===== config.mk =====
export PLATFORM = sky130hd
export DESIGN_NAME = dma_chan_engine
export DESIGN_NICKNAME = d
export VERILOG_FILES = /design/src/rtl/dma_chan_engine.sv
export SDC_FILE = /design/constraint.sdc
export NUM_CORES = 1
export LEC_CHECK = 0
export BUFFER_PORTS_ARGS = -buffer_cell sky130_fd_sc_hd__clkbuf_2
export CELL_PAD_IN_SITES_DETAIL_PLACEMENT = 1
export CELL_PAD_IN_SITES_GLOBAL_PLACEMENT = 2
export CORE_MARGIN = 3
export CORE_UTILIZATION = 41
export CTS_BUF_LIST = sky130_fd_sc_hd__clkbuf_2 sky130_fd_sc_hd__clkbuf_4 sky130_fd_sc_hd__clkbuf_8
export CTS_CLUSTER_SIZE = 30
export DETAILED_ROUTE_END_ITERATION = 8
export HOLD_SLACK_MARGIN = 0.12
export PLACE_DENSITY = 0.88
export SETUP_SLACK_MARGIN = 0.5
export SLEW_MARGIN = 20
export SYNTH_ARGS = -nofsm -noshare
export SYNTH_HDL_FRONTEND = slang
export SYNTH_SLANG_ARGS = --single-unit

===== constraint.sdc =====
create_clock -name clk -period 6.9 [get_ports clk]
set_clock_uncertainty 0.05 [all_clocks]
set_input_delay 1.38 -clock clk [delete_from_list [all_inputs] [get_ports clk]]
set_output_delay 1.38 -clock clk [all_outputs]
set_load 0.05 [all_outputs]

===== src/rtl/dma_chan_engine.sv =====
module dma_chan_engine #(
  parameter int AW        = 32,
  parameter int DEF_WORDS = 16
) (
  input  logic          clk,
  input  logic          rst_n,
  input  logic          load,
  input  logic [AW-1:0] load_addr,
  input  logic          req_en_set,
  input  logic          req_en_clr,
  input  logic          req,
  input  logic          err_clr,
  output logic          mem_req,
  output logic          mem_we,
  output logic [AW-1:0] mem_addr,
  output logic [31:0]   mem_wdata,
  input  logic          mem_ack,
  input  logic          mem_err,
  input  logic [31:0]   mem_rdata,
  output logic          active,
  output logic          done,
  output logic          err,
  output logic [AW-1:0] err_addr,
  output logic          req_en,
  output logic [14:0]   iter_left
);
  localparam logic [7:0] DEFW = 8'(DEF_WORDS);

  typedef enum logic [2:0] {IDLE, FETCH, CHECK, ARMED, RD, WR, HALT} st_t;
  st_t st;

  logic [AW-1:0] dptr, sa, da, nxt;
  logic [2:0]    idx;
  logic [7:0]    soff, doff, bw, wcnt;
  logic [14:0]   biter, citer;
  logic          sg, dreq, self_go, pend;
  logic [31:0]   buf_q;

  wire [7:0]    bw_n      = (bw == 8'd0) ? DEFW : bw;
  wire          last_word = (wcnt == bw_n - 8'd1);
  wire          req_hit   = req & req_en;
  wire [AW-1:0] soffx     = {{(AW-8){soff[7]}}, soff};
  wire [AW-1:0] doffx     = {{(AW-8){doff[7]}}, doff};
  wire          bad       = (|{sa[1:0], da[1:0], soff[1:0], doff[1:0]}) || (biter == 15'd0);
  wire          major_end = (st == WR) && mem_ack && !mem_err && last_word && (citer == 15'd1);
  wire          take      = pend | req_hit;

  assign mem_req   = (st == FETCH) || (st == RD) || (st == WR);
  assign mem_we    = (st == WR);
  assign mem_addr  = (st == FETCH) ? dptr + {{(AW-5){1'b0}}, idx, 2'b00} :
                     (st == RD)    ? sa : da;
  assign mem_wdata = buf_q;
  assign active    = (st == FETCH) || (st == CHECK) || (st == RD) || (st == WR);
  assign iter_left = citer;

  always_ff @(posedge clk or negedge rst_n) begin
    if (!rst_n) begin
      st <= IDLE; idx <= '0; dptr <= '0; sa <= '0; da <= '0; nxt <= '0;
      soff <= '0; doff <= '0; bw <= '0; wcnt <= '0; biter <= '0; citer <= '0;
      sg <= 1'b0; dreq <= 1'b0; self_go <= 1'b0; pend <= 1'b0; buf_q <= '0;
      done <= 1'b0; err <= 1'b0; err_addr <= '0; req_en <= 1'b0;
    end else begin
      if (req_en_set) req_en <= 1'b1;
      pend <= pend | req_hit;
      case (st)
        IDLE, ARMED: begin
          if (load) begin
            dptr <= load_addr; idx <= '0; done <= 1'b0; st <= FETCH;
          end else if (st == ARMED && take) begin
            wcnt <= '0; st <= RD; pend <= pend & req_hit;
          end
        end
        FETCH: begin
          if (mem_err) begin
            err <= 1'b1; err_addr <= mem_addr; st <= HALT;
          end else if (mem_ack) begin
            case (idx)
              3'd0: sa <= mem_rdata[AW-1:0];
              3'd1: da <= mem_rdata[AW-1:0];
              3'd2: begin soff <= mem_rdata[7:0]; doff <= mem_rdata[15:8]; bw <= mem_rdata[23:16]; end
              3'd3: begin biter <= mem_rdata[14:0]; sg <= mem_rdata[15]; dreq <= mem_rdata[16]; self_go <= mem_rdata[17]; end
              default: nxt <= mem_rdata[AW-1:0];
            endcase
            if (idx == 3'd4) st <= CHECK;
            else idx <= idx + 3'd1;
          end
        end
        CHECK: begin
          if (bad) begin
            err <= 1'b1; err_addr <= dptr; st <= HALT;
          end else begin
            citer <= biter; wcnt <= '0; st <= self_go ? RD : ARMED;
          end
        end
        RD: begin
          if (mem_err) begin
            err <= 1'b1; err_addr <= mem_addr; st <= HALT;
          end else if (mem_ack) begin
            buf_q <= mem_rdata; sa <= sa + soffx; st <= WR;
          end
        end
        WR: begin
          if (mem_err) begin
            err <= 1'b1; err_addr <= mem_addr; st <= HALT;
          end else if (mem_ack) begin
            da <= da + doffx;
            if (!last_word) begin
              wcnt <= wcnt + 8'd1; st <= RD;
            end else begin
              wcnt <= '0;
              if (citer == 15'd1) begin
                done <= 1'b1; citer <= biter;
                if (sg) begin dptr <= nxt; idx <= '0; st <= FETCH; end
                else st <= self_go ? IDLE : ARMED;
              end else begin
                citer <= citer - 15'd1; st <= self_go ? RD : ARMED;
              end
            end
          end
        end
        default: begin
          if (err_clr) begin err <= 1'b0; err_addr <= '0; st <= IDLE; end
        end
      endcase
      if (req_en_clr || (major_end && dreq)) begin
        req_en <= 1'b0; pend <= 1'b0;
      end
    end
  end
endmodule


==> impl_metrics.ini, run 1 <==
[clock_network]
clock_latency_ns = 0.62
cts_buffer_depth = 3
clock_sinks = 267
cts_inserted_buffers = 50
htree_levels = 2
root_buffer = clkbuf_8
hold_buffers = 0
ctsResizeCount = 0
cts_setup_buffers = 0
clk_transition_reported_paths_ns = 0.07
cts_tree = done

[pwr]
power_leakage_nw = 8.62
power.density_nw_per_um2 = 582
ir_drop_uv = 284

[global_routing]
antenna_found_initial = 2
grt-ovfl-total = 0
grt_start_max_net_pins = 157
grt_pass1_vias = 14600
grt_pass1_wl_mm = 87.2
grt_usage = 0.269

[timing]
setup_tns_ns = 0
setup_violations = 0
hold_viol_final = 0
worstMarginPinSlew_ns = 1.12
slew_viol_final = 0
rsz0062_at_grt = false
final.period_utilization = 0.770
fin_crit_ns = 5.31
clock.fmax_mhz = 188
relSlewSlack = 0.237
timing.final.ws_setup_ns = 1.59

[run_status]
status = finished clean

[placement]
dpl.cell_count = 2398
pre_cts_slack_ns = 2.30
hpwl_mm = 41.0
io_buffers = 189
place_congestion = 0.846

[critical_path]
r2r_end = iter_left[9]
worstSetupPathType = flip-flop to output pin
cp-end-kind = output pin
rr_worst_depth = 11
worst_ep_arrival_time_ns = 3.88
reg2reg_slack_ns = 2.76
rr_startpoint = bw[0]
cp.required_ns = 5.47
worst_setup_path_start_kind = flip-flop
worstPathMaxFanout = 30

[die]
io-pin-count = 190
dieArea_um2 = 41400
initial_core_util = 0.421
core_um2 = 38000
rows = 71
die_w_um = 203
fp.dieH_um = 203

[layout]
fin_util = 0.486
drive_gt1_frac = 0.213
syn2layout_area_growth_pct = 15.6
final_nets = 2090
final_cell_mix = 267 x dfrtp_1, 200 x nand2_1, 199 x nor2_1, 188 x clkbuf_2, 182 x a21oi_1
fin_cells = 2490
final_common_cell = dfrtp_1

[worst_hold_path]
worstHoldStart = done
min_path_cells = 1
hold_class = flip-flop to flip-flop
min_to = done

[synth]
ys_seq_area_frac = 0.418
yosys.area.top_type = dfrtp_1
synth_ff_type = dfrtp_1
ys_ff_latch = 267
syn-num-nets = 1926
netlist-cell-type-count = 71
netlist_area_um2 = 16000
ys_warn_count = 0
syn_avg_cell_area_um2 = 9.01
synth_top_area_share = 0.418
synth_edf_count = 0
synthCells = 1775
synthTopCellsByArea = dfrtp_1 42%, mux2_2 7.5%, ha_1 5.9%, a21oi_1 5.7%, nand2_1 4.8%
synth-async-reset-ratio = 1.00

[drt]
postRouteAntennaNets = 0
wirelength_mm = 55.9
via_per_inst = 5.79
wire_per_inst_um = 22.5
first_pass_iters = 5
drtIter0Drc = 820
vias = 14400
drc = 0

[flow_run]
cap_violations = 0
synth_stat cells, types with 5 or more instances:
cell / count
a211o_1: 5
a211oi_1: 15
a21o_1: 22
a21oi_1: 182
a22oi_1: 39
a31oi_1: 45
and2_1: 5
and3_1: 19
buf_1: 9
buf_2: 5
clkbuf_1: 73
dfrtp_1: 267
ha_1: 75
inv_1: 29
mux2_2: 107
mux2i_1: 7
nand2_1: 204
nand2b_1: 21
nand3_1: 26
nand4_1: 12
nor2_1: 200
nor2b_1: 14
nor3_1: 34
nor4_1: 8
o211ai_1: 6
o21a_1: 13
o21ai_0: 116
o21bai_1: 7
o221ai_1: 5
o22ai_1: 34
o31a_1: 6
o31ai_1: 6
or3_1: 8
xnor2_1: 47
xor2_1: 37
kinds of logic after synthesis:
logic type      share of synthesized area
simple gates                        0.162
compound gates                      0.201
flops                               0.418
buf+inv                            0.0300
mux                                0.0797
xor+xnor                           0.0460
fa+ha+maj                          0.0631
final cells by class:
class,count,area (um^2)
Fill cell,4501,19500
Sequential cell,267,6680
Antenna cell,1,2.50
Multi-Input combinational cell,1388,8860
Timing Repair Buffer,202,1070
Clock buffer,77,978
Tap cell,511,639
Clock inverter,14,148
Inverter,30,113
worst max path at each step:
stage | cells past startpoint | slack [ns] | end | startpoint
2_1_floorplan | 8 | 2.66 | mem_addr[30] | idx[0]
3_3_place_gp | 5 | 2.35 | mem_addr[17] | st[2]
3_5_place_dp | 5 | 2.30 | mem_addr[1] | st[1]
4_1_cts | 5 | 1.61 | mem_addr[1] | st[1]
5_1_grt | 6 | 1.32 | mem_addr[10] | st[1]
6_report | 5 | 1.59 | mem_addr[1] | st[1]
power breakdown:
part           leakage, nW  total, mW  switching (mW)  internal (mW)
Combinational         4.66       5.97            4.12           1.84
Clock                0.602       1.73           0.716           1.02
Sequential            3.36       3.06           0.837           2.22
Total                 8.62       10.8            5.68           5.08
worst max-delay path, cell delays in order, from the launching register on:
cell	delay [ns]
dfrtp_1	0.68
nor2_1	0.20
nand2_2	0.53
nand2_1	0.83
o21ai_0	0.63
clkbuf_2	0.36
through the flow:
stage / total power [mW] / cell area, um^2 / hold WS (ns)
floorplan: 7.27 / 16000 / 0.418
global placement: 8.79 / 17400 / 0.412
detailed placement: 8.98 / 17400 / 0.436
CTS: 10.8 / 18500 / 0.449
global route: 11.5 / 18500 / 0.463
finish: 10.8 / 18500 / 0.438
routing by layer:
metal | routed length (um) | vias up | track usage
li1 | - | 6738 | -
met1 | 27600 | 7222 | 0.411
met2 | 24000 | 387 | 0.398
met3 | 3330 | 65 | 0.0445
met4 | 1050 | 0 | 0.0602
met5 | 0 | - | 0
registers in the layout, summed over array words and instances, names as in the netlist, 3 cells and up:
register,flops
biter,15
bw,8
da,32
doff,8
dptr,32
err_addr,32
idx,3
iter_left,15
mem_wdata,32
nxt,32
sa,32
soff,8
st,3
wcnt,8
No activity file was read; power rests on OpenSTA's default activity.
==> inputs of run 2 (changes only) <==
--- a/config.mk
+++ b/config.mk
@@ -9,12 +9,12 @@
 export CELL_PAD_IN_SITES_DETAIL_PLACEMENT = 1
 export CELL_PAD_IN_SITES_GLOBAL_PLACEMENT = 2
 export CORE_MARGIN = 3
-export CORE_UTILIZATION = 41
+export CORE_UTILIZATION = 34
 export CTS_BUF_LIST = sky130_fd_sc_hd__clkbuf_2 sky130_fd_sc_hd__clkbuf_4 sky130_fd_sc_hd__clkbuf_8
 export CTS_CLUSTER_SIZE = 30
 export DETAILED_ROUTE_END_ITERATION = 8
 export HOLD_SLACK_MARGIN = 0.12
-export PLACE_DENSITY = 0.88
+export PLACE_DENSITY = 0.78
 export SETUP_SLACK_MARGIN = 0.5
 export SLEW_MARGIN = 20
 export SYNTH_ARGS = -nofsm -noshare
==> constraint.sdc (replaced) <==
create_clock -name clk -period 4.5 [get_ports clk]
set_clock_uncertainty 0.05 [all_clocks]
set_input_delay 0.9 -clock clk [delete_from_list [all_inputs] [get_ports clk]]
set_output_delay 0.9 -clock clk [all_outputs]
set_load 0.05 [all_outputs]
==> run 2 against run 1 <==
Effect of this change: sequential share of layout area down 0.76 points; flip-flop and latch count unchanged; final cell count is 4.4% higher; global-route usage decreased by 4.7 points; sequential power rose by 46%; core utilization fell by 7.4 points; worst hold slack worse by 0.18 ns; clock-buffer cell count grew 5; routed wire length decreased by 0.41%; critical endpoint is now mem_addr[7]; highest routed layer unchanged.
==> impl_metrics.ini, run 2 (synthesized netlist as in run 1, its figures left out) <==
[layout]
final_common_cell = dfrtp_1
final_cell_mix = 262 x dfrtp_1, 200 x nand2_1, 196 x nor2_1, 176 x clkbuf_2, 173 x a21oi_1
fin_util = 0.412
fin_cells = 2599
drive_gt1_frac = 0.230
final_nets = 2109
nFillCells = 5422
syn2layout_area_growth_pct = 18.3

[pwr]
power_leakage_nw = 8.74
power.density_nw_per_um2 = 888
power_mw = 16.8
pwr-share-clk = 0.158
power_frac_seq = 0.266
cell_internal_pwr_mw = 8.00
switching_power_mw = 8.78
switching_share = 0.523
combPwrFrac = 0.577
ir_drop_uv = 522

[die]
io-pin-count = 190
rows = 78
die_w_um = 223
dieArea_um2 = 49700
initial_core_util = 0.349
fp.dieH_um = 223
core_um2 = 45900

[critical_path]
worst_setup_path_start_kind = flip-flop
cp-end-kind = output pin
cp.required_ns = 3.55
rr_startpoint = bw[0]
crit_path_start = st[1]
worstPathMaxFanout = 30
rr_worst_depth = 11
worst_ep_arrival_time_ns = 2.91
r2r_end = dptr[19]
reg2reg_slack_ns = 0.89
worstSetupPathType = flip-flop to output pin

[timing]
clock.fmax_mhz = 259
hold_viol_final = 0
setup_violations = 0
relSlewSlack = 0.257
rsz0062_at_grt = true
slew_viol_final = 0
final.period_utilization = 0.858
setup_tns_ns = 0
worstMarginPinSlew_ns = 1.11
fin_crit_ns = 3.86

[global_routing]
globalRoute.busiestLayer = met2
grt_util_met2 = 0.341
grt_use_met1 = 0.329
grt_start_max_net_pins = 109
gr-usage-met3 = 0.0268
antenna_found_initial = 2
grt_pass1_vias = 14500
grt_usage = 0.221
grt_pass1_wl_mm = 87.1
grt-ovfl-total = 0

[clock_network]
root_buffer = clkbuf_8
cts_buffer_depth = 3
clock_latency_ns = 0.63
cts_inserted_buffers = 50
cts_tree = done
hold_buffers = 0
htree_levels = 2
clk_transition_reported_paths_ns = 0.06
clock_sinks = 267

[worst_hold_path]
hold_class = primary input to asynchronous set/reset pin

[run_status]
status = finished clean

[drt]
first_pass_iters = 5
wire_per_inst_um = 21.4
drc = 0
vias = 14200
drtIter0Drc = 834
via_per_inst = 5.47
postRouteAntennaNets = 0
wirelength_mm = 55.7

[placement]
dpl.cell_count = 2504
hpwl_mm = 41.5
place_congestion = 0.871
io_buffers = 189

[flow_run]
cap_violations = 0
==> run 2: worst max-delay path by stage <==
| stage | cells past startpoint | slack, ns | to |
|---|---|---|---|
| floorplan | 8 | 0.74 | mem_addr[30] |
| global placement | 11 | 0.92 | sa[30] |
| detailed placement | 11 | 0.77 | iter_left[9] |
| CTS | 9 | 0.47 | mem_addr[30] |
| global route | 9 | 0.42 | mem_addr[24] |
| finish | 8 | 0.64 | mem_addr[7] |
==> run 2: through the flow <==
step           area (um^2)  setup slack, ns  hold slack [ns]
2_1_floorplan        16000            0.736            0.418
3_3_place_gp         17600            0.919            0.424
3_5_place_dp         17600            0.767            0.442
4_1_cts              18800            0.467            0.283
5_1_grt              18900            0.424            0.318
6_report             18900            0.640            0.254
==> run 2: repair_timing <==
item,CTS,global route
setup buffers,0,2
endpoints found under the setup margin,30,40
gates resized for setup,24,27
pin swaps,0,3
==> run 2: layout make-up <==
| class | count | area (um^2) | area share |
|---|---|---|---|
| multi-input cells | 1388 | 8930 | 0.472 |
| flip-flops and latches | 267 | 6690 | 0.354 |
| repair buffers | 221 | 1300 | 0.0688 |
| clock buffers | 82 | 1020 | 0.0541 |
| well taps | 600 | 751 | 0.0397 |
| inverters | 30 | 113 | 0.00596 |
| clock inverters | 9 | 97.6 | 0.00516 |
| diodes | 2 | 5.00 | 0.000265 |
==> run 2: routing by layer <==
| layer | share of wire | up-vias |
|---|---|---|
| met3 | 0.042 | 64 |
| met1 | 0.49 | 7082 |
| met5 | 0 | - |
| met2 | 0.44 | 287 |
| li1 | - | 6781 |
| met4 | 0.021 | 0 |
==> run 2: power by group through the flow <==
stage	registers [mW]	clock network (mW)	logic, mW
floorplan	5.36	0	5.79
global placement	4.43	0	9.26
detailed placement	4.49	0	9.44
CTS	4.45	2.72	9.60
global route	4.62	2.84	10.5
finish	4.46	2.64	9.68
==> run 2: critical path, stage by stage, from the launching register on <==
cell and delay [ns]:
dfrtp_2 0.52, nor2b_2 0.24, nand2b_1 0.08, buf_4 0.18, nand2_1 0.09, buf_6 0.29, o22ai_1 0.24, a21oi_1 0.31
clkbuf_2 0.34
